--- src/rtl/conf_pkg.sv ---
package conf_pkg;

  localparam int CONF_W   = 16;
  localparam int PROD_W   = 2 * CONF_W;
  localparam logic [CONF_W-1:0] FULL = {CONF_W{1'b1}};

  typedef enum logic [1:0] {
    OP_AND   = 2'd0,
    OP_NOT   = 2'd1,
    OP_OR    = 2'd2,
    OP_CHAIN = 2'd3
  } conf_op_e;

  typedef struct packed {
    logic              vld;
    logic              chain;
    logic [CONF_W-1:0] val;
  } stage_t;

  // Truncating multiply; full scale acts as exact 1.0
  function automatic logic [CONF_W-1:0] qmul(input logic [CONF_W-1:0] x,
                                             input logic [CONF_W-1:0] y);
    logic [PROD_W-1:0] p;
    p = PROD_W'(x) * PROD_W'(y);
    if (x == FULL)      return y;
    else if (y == FULL) return x;
    else                return p[PROD_W-1:CONF_W];
  endfunction

  function automatic logic [CONF_W-1:0] qnot(input logic [CONF_W-1:0] x);
    return FULL - x;
  endfunction

  function automatic logic [CONF_W-1:0] qor(input logic [CONF_W-1:0] x,
                                            input logic [CONF_W-1:0] y);
    logic [CONF_W+1:0] s;
    s = (CONF_W+2)'(x) + (CONF_W+2)'(y) - (CONF_W+2)'(qmul(x, y));
    if (s > (CONF_W+2)'(FULL)) return FULL;
    else                       return s[CONF_W-1:0];
  endfunction

endpackage

--- src/rtl/conf_front.sv ---
module conf_front
  import conf_pkg::*;
(
  input  conf_op_e          op,
  input  logic [CONF_W-1:0] a,
  input  logic [CONF_W-1:0] b,
  output logic [CONF_W-1:0] val
);
  always_comb begin
    unique case (op)
      OP_AND:   val = qmul(a, b);
      OP_NOT:   val = qnot(a);
      OP_OR:    val = qor(a, b);
      OP_CHAIN: val = qmul(a, b);
      default:  val = '0;
    endcase
  end
endmodule

--- src/rtl/conf_mstage.sv ---
module conf_mstage
  import conf_pkg::*;
(
  input  logic              clk,
  input  logic              rst_n,
  input  stage_t            s_in,
  input  logic [CONF_W-1:0] opnd,
  output stage_t            s_out
);
  always_ff @(posedge clk) begin
    if (!rst_n) begin
      s_out <= '0;
    end else begin
      s_out.vld   <= s_in.vld;
      s_out.chain <= s_in.chain;
      if (s_in.vld)
        s_out.val <= s_in.chain ? qmul(s_in.val, opnd) : s_in.val;
    end
  end
endmodule

--- src/rtl/conf_gate.sv ---
module conf_gate
  import conf_pkg::*;
(
  input  logic              clk,
  input  logic              rst_n,
  input  stage_t            s_in,
  input  logic [CONF_W-1:0] floor_q,
  output logic [CONF_W-1:0] res,
  output logic              permit,
  output logic              done
);
  always_ff @(posedge clk) begin
    if (!rst_n) begin
      res    <= '0;
      permit <= 1'b0;
      done   <= 1'b0;
    end else begin
      done <= s_in.vld;
      if (s_in.vld) begin
        res    <= s_in.val;
        permit <= (s_in.val >= floor_q);
      end
    end
  end
endmodule

--- src/rtl/conf_prop_unit.sv ---
module conf_prop_unit
  import conf_pkg::*;
#(
  parameter int N_MSTAGE = 2
) (
  input  logic        clk,
  input  logic        rst_n,
  input  logic        valid_i,
  input  logic [1:0]  op_i,
  input  logic [15:0] a_i,
  input  logic [15:0] b_i,
  input  logic [15:0] c_i,
  input  logic [15:0] w_i,
  input  logic [15:0] floor_i,
  output logic [15:0] res_o,
  output logic        permit_o,
  output logic        done_o
);
  localparam int LAST = N_MSTAGE - 1;

  conf_op_e          op;
  logic [CONF_W-1:0] front_val;
  logic [CONF_W-1:0] c_q, w_q, floor_q;
  logic [CONF_W-1:0] mopnd [N_MSTAGE];
  stage_t            stg0;
  stage_t            stg_m [N_MSTAGE];
  logic              busy;
  logic              accept;

  assign op = conf_op_e'(op_i);

  // named events for the properties below
  always_comb begin
    busy = stg0.vld;
    for (int k = 0; k < N_MSTAGE; k++) busy = busy | stg_m[k].vld;
  end
  assign accept = valid_i && !busy;

  conf_front u_front (.op(op), .a(a_i), .b(b_i), .val(front_val));

  always_ff @(posedge clk) begin
    if (!rst_n) begin
      stg0    <= '0;
      c_q     <= '0;
      w_q     <= '0;
      floor_q <= '0;
    end else begin
      stg0.vld <= accept;
      if (accept) begin
        stg0.chain <= (op == OP_CHAIN);
        stg0.val   <= front_val;
        c_q        <= c_i;
        w_q        <= w_i;
        floor_q    <= floor_i;
      end
    end
  end

  assign mopnd[0] = c_q;
  assign mopnd[LAST] = w_q;

  for (genvar k = 0; k < N_MSTAGE; k++) begin : g_mul
    if (k == 0) begin : g_first
      conf_mstage u_st (.clk(clk), .rst_n(rst_n), .s_in(stg0),
                        .opnd(mopnd[k]), .s_out(stg_m[k]));
    end else begin : g_next
      conf_mstage u_st (.clk(clk), .rst_n(rst_n), .s_in(stg_m[k-1]),
                        .opnd(mopnd[k]), .s_out(stg_m[k]));
    end
  end

  conf_gate u_gate (
    .clk(clk), .rst_n(rst_n), .s_in(stg_m[LAST]), .floor_q(floor_q),
    .res(res_o), .permit(permit_o), .done(done_o)
  );

  // ---------------- properties ----------------
  a_r8_latency: assert property (@(posedge clk) disable iff (!rst_n)
    accept |-> ##4 done_o);

  a_r8_pulse: assert property (@(posedge clk) disable iff (!rst_n)
    done_o |=> !done_o);

  a_r9_single_flight: assert property (@(posedge clk) disable iff (!rst_n)
    $onehot0({stg0.vld, stg_m[0].vld, stg_m[LAST].vld, done_o}));

  a_r3_complement: assert property (@(posedge clk) disable iff (!rst_n)
    (done_o && $past(accept && op == OP_NOT, 4)) |-> (res_o == ~$past(a_i, 4)));

  a_r2_and_bound: assert property (@(posedge clk) disable iff (!rst_n)
    (done_o && $past(accept && op == OP_AND, 4)) |->
      (res_o <= $past(a_i, 4) && res_o <= $past(b_i, 4)));

  a_r4_or_bound: assert property (@(posedge clk) disable iff (!rst_n)
    (done_o && $past(accept && op == OP_OR, 4)) |->
      (res_o >= $past(a_i, 4) && res_o >= $past(b_i, 4)));

  a_r7_zero_floor: assert property (@(posedge clk) disable iff (!rst_n)
    (done_o && $past(accept && floor_i == 16'd0, 4)) |-> permit_o);

  a_r10_floor_held: assert property (@(posedge clk) disable iff (!rst_n)
    (busy && !stg0.vld) |-> $stable(floor_q));

endmodule

--- config.mk ---
export PLATFORM = sky130hd
export DESIGN_NAME = conf_prop_unit
export DESIGN_NICKNAME = d
export VERILOG_FILES = /design/src/rtl/conf_pkg.sv /design/src/rtl/conf_front.sv /design/src/rtl/conf_mstage.sv /design/src/rtl/conf_gate.sv /design/src/rtl/conf_prop_unit.sv
export SDC_FILE = /design/constraint.sdc
export NUM_CORES = 2
export LEC_CHECK = 0
export BUFFER_PORTS_ARGS = -buffer_cell sky130_fd_sc_hd__clkbuf_2
export CORE_UTILIZATION = 66
export CTS_CLUSTER_SIZE = 28
export DETAILED_ROUTE_END_ITERATION = 10
export PLACE_DENSITY = 0.84
export SLEW_MARGIN = 5
export SYNTH_ARGS = -nofsm -noshare
export SYNTH_HDL_FRONTEND = slang
export SYNTH_SLANG_ARGS = --single-unit
--- constraint.sdc ---
create_clock -name clk -period 15.1 [get_ports clk]
set_clock_uncertainty 0.2 [all_clocks]
set_input_delay 3.02 -clock clk [delete_from_list [all_inputs] [get_ports clk]]
set_output_delay 3.02 -clock clk [all_outputs]
set_load 0.02 [all_outputs]
==> impl_metrics.ini <==
[clock_tree]
htree_levels = 4
ctsResizeCount = 0
clkSinkCount = 119
cts_tree = done
root_buffer = clkbuf_16
insertion_delay_ps = 440
path_clk_slew_ps = 70
cts_setup_buffers = 0
postCtsHoldBufs = 0
cts_buffers = 17
cts_buffer_depth = 2

[grt]
antenna_found_initial = 3
grt_pass1_vias = 27521
overflow = 0
grt_pass1_wl_mm = 138.2
grt_max_degree = 89
globalRouteTotalUtil_pct = 35.44

[synthesis]
ys.flop_type = dfxtp_1
synth_seq_area_share_pct = 7.530
ys_ff_latch = 119
synth-edff-count = 0
synth_nets = 4779
ys_types = 87
synth_top_area_share_pct = 36.70
synth_cells = 3754
synthTopCellsByArea = fa_1 (37%), ha_1 (14%), inv_1 (8.6%), nand2_1 (7.9%), dfxtp_1 (7.5%)
synth_warnings = 0
synthArstFlopShare_pct = 0
syn_area_um2 = 31640
yosysTopAreaCell = fa_1
avgSynthCellArea_um2 = 8.428

[critical_path]
critPathKind = in -> reg
crit_cells = 34
critical_path_required_ps = 15260
path_buf_inv = 7
reg2regPathDepth = 23
cp-start-kind = input pin
crit_fanout = 18
slowest_delay_ps = 870
cp_slowest_cell = nor3_2
critical_path_arrival_ps = 12790
crit_path_end_kind = register
cp_top_family = adder cells

[sta]
hold_viol = 0
worst_slew_pin_slew_ps = 1242
fmax_mhz = 79.15
slew_headroom_pct = 16.43
worst_hold_slack_ps = 256.9
finalCritPeriodShare_pct = 83.67
setup_violations = 0
drv_slew = 0
fin_crit_ps = 12630
tns_ps = 0
rsz0062_at_grt = no
worst_slack_ps = 2466

[min_path]
hold_path_depth = 2
hold_class = reg -> reg

[drt]
wl_per_cell_um = 19.38
drtIter0Drc = 2241
ant_nets = 0
dr.pass1.iters = 7
wl_mm = 83.37
vias = 26109
viasPerCell = 6.070
drc = 0

[placement]
dp_hpwl_mm = 60.70
place_ws_ps = 2148
gp_congestion = 0.9091
post-place-cells = 4266
placed_cell_area_um2 = 32320
port_buffers = 102

[floorplanning]
start_util_pct = 67.39
io_pins = 103
fp.dieArea_um2 = 48820
rows = 79
die_w_um = 220.9
core_area_um2 = 46950
die_y_um = 220.9

[finish]
final_cell_area_um2 = 32930
final_util_pct = 70.13
final-instance-count-excl-fill = 4301
nFillCells = 3599
regArea_um2 = 2382
area_delta_synth_final_pct = 4.069
multi_input_area_um2 = 25630
nNetsFinal = 4703
drive_gt1_share_pct = 5.744

[run]
cap_violations = 0

[power]
peakVddDrop_mv = 0.3604
p_total_mw = 5.683
power.density_nw_per_um2 = 172.6
p_leak_nw = 16.05

[run_status]
outcome = complete, no violations
[final cells by class]
type / instances / area share [%]
multi-input combinational: 2668 / 77.85
inverter: 730 / 8.322
sequential: 119 / 7.235
timing repair buffer: 142 / 2.462
tap: 607 / 2.307
clock buffer: 17 / 1.292
clock inverter: 15 / 0.5130
antenna: 3 / 0.02280
[worst reg2reg max path, stage by stage, from the launching register on]
cell	delay [ps]
dfxtp_1	1070
nand2_1	210
fa_1	610
inv_1	60
fa_1	540
inv_1	60
fa_1	500
inv_1	60
fa_1	580
inv_1	60
fa_1	480
inv_1	60
fa_1	370
ha_1	340
a21oi_1	230
o31ai_1	200
a32o_1	250
a31o_2	270
o41ai_4	370
a31oi_1	260
a211o_1	350
xnor2_1	260
a211oi_1	120
o21bai_1	170
[placed cells by master, fill, tap and decap left out, drive strengths merged, types with 18 or more instances in the layout]
master / count
o21a: 20
nor2: 78
a21o: 34
nand3: 37
nand4: 34
and2: 279
xnor2: 41
mux2i: 27
o21ai: 70
inv: 739
dfxtp: 119
nand2: 667
nor3: 23
buf: 40
clkbuf: 119
fa: 580
a21oi: 131
ha: 360
o211ai: 18
[routing by layer]
| metal | vias up | routed length [µm] | part of all wire [%] | GRT usage, % |
|---|---|---|---|---|
| li1 | 11541 | - | - | - |
| met1 | 12814 | 31200 | 37 | 44.22 |
| met2 | 1418 | 39140 | 47 | 59.08 |
| met3 | 336 | 9029 | 11 | 7.941 |
| met4 | 0 | 3998 | 4.8 | 15.79 |
| met5 | - | 0 | 0 | 0 |
[cells in the mapped netlist (all sizes together) (8+ instances only)]
| cell | count |
|---|---|
| a211oi | 14 |
| a21o | 34 |
| a21oi | 131 |
| a221oi | 8 |
| a31oi | 16 |
| and2 | 279 |
| and3 | 8 |
| buf | 42 |
| clkbuf | 195 |
| dfxtp | 119 |
| fa | 580 |
| ha | 360 |
| inv | 728 |
| mux2i | 27 |
| nand2 | 667 |
| nand2b | 8 |
| nand3 | 37 |
| nand4 | 34 |
| nor2 | 78 |
| nor3 | 23 |
| nor3b | 8 |
| nor4 | 11 |
| o2111ai | 16 |
| o211ai | 18 |
| o21a | 20 |
| o21ai | 70 |
| o21bai | 10 |
| o221ai | 8 |
| o22ai | 14 |
| o31ai | 9 |
| or3 | 9 |
| xnor2 | 41 |
| xor2 | 13 |
[where the power goes]
group	internal, mW	total (mW)	switching (mW)	leakage, nW
clock	0.224	0.429	0.205	0.293
combinational	2.05	4.84	2.79	14.8
sequential	0.344	0.412	0.0684	0.973
[flip-flops by register name (all words and copies together) (netlist names), 16 cells and up]
signal,flops
g_mul.g_next.u_st.s_out,17
floor_q,16
u_gate.res,16
stg0,18
w_q,16
g_mul.g_first.u_st.s_out,18
c_q,16
[final timing paths]
| check | slack (ps) | startpoint | to |
|---|---|---|---|
| worst max-delay path | 2470 | b_i[7] | stg0[6] |
| worst min-delay path | 260 | floor_q[1] | floor_q[1] |
| worst max register to register | 7300 | g_mul[0].g_first.u_st.s_out[13] | g_mul[1].g_next.u_st.s_out[13] |
| worst min register to register | 260 | floor_q[1] | floor_q[1] |
[logic make-up after synthesis]
| kind of cell | count (synthesis) | synth area share [%] |
|---|---|---|
| compound gates | 454 | 9.926 |
| xor+xnor | 54 | 1.495 |
| fa+ha+maj | 940 | 50.94 |
| buf+inv | 967 | 11.55 |
| flops | 119 | 7.530 |
| mux | 30 | 0.9728 |
| simple gates | 1190 | 17.59 |
Note: power is estimated with default switching activity, not from simulation.
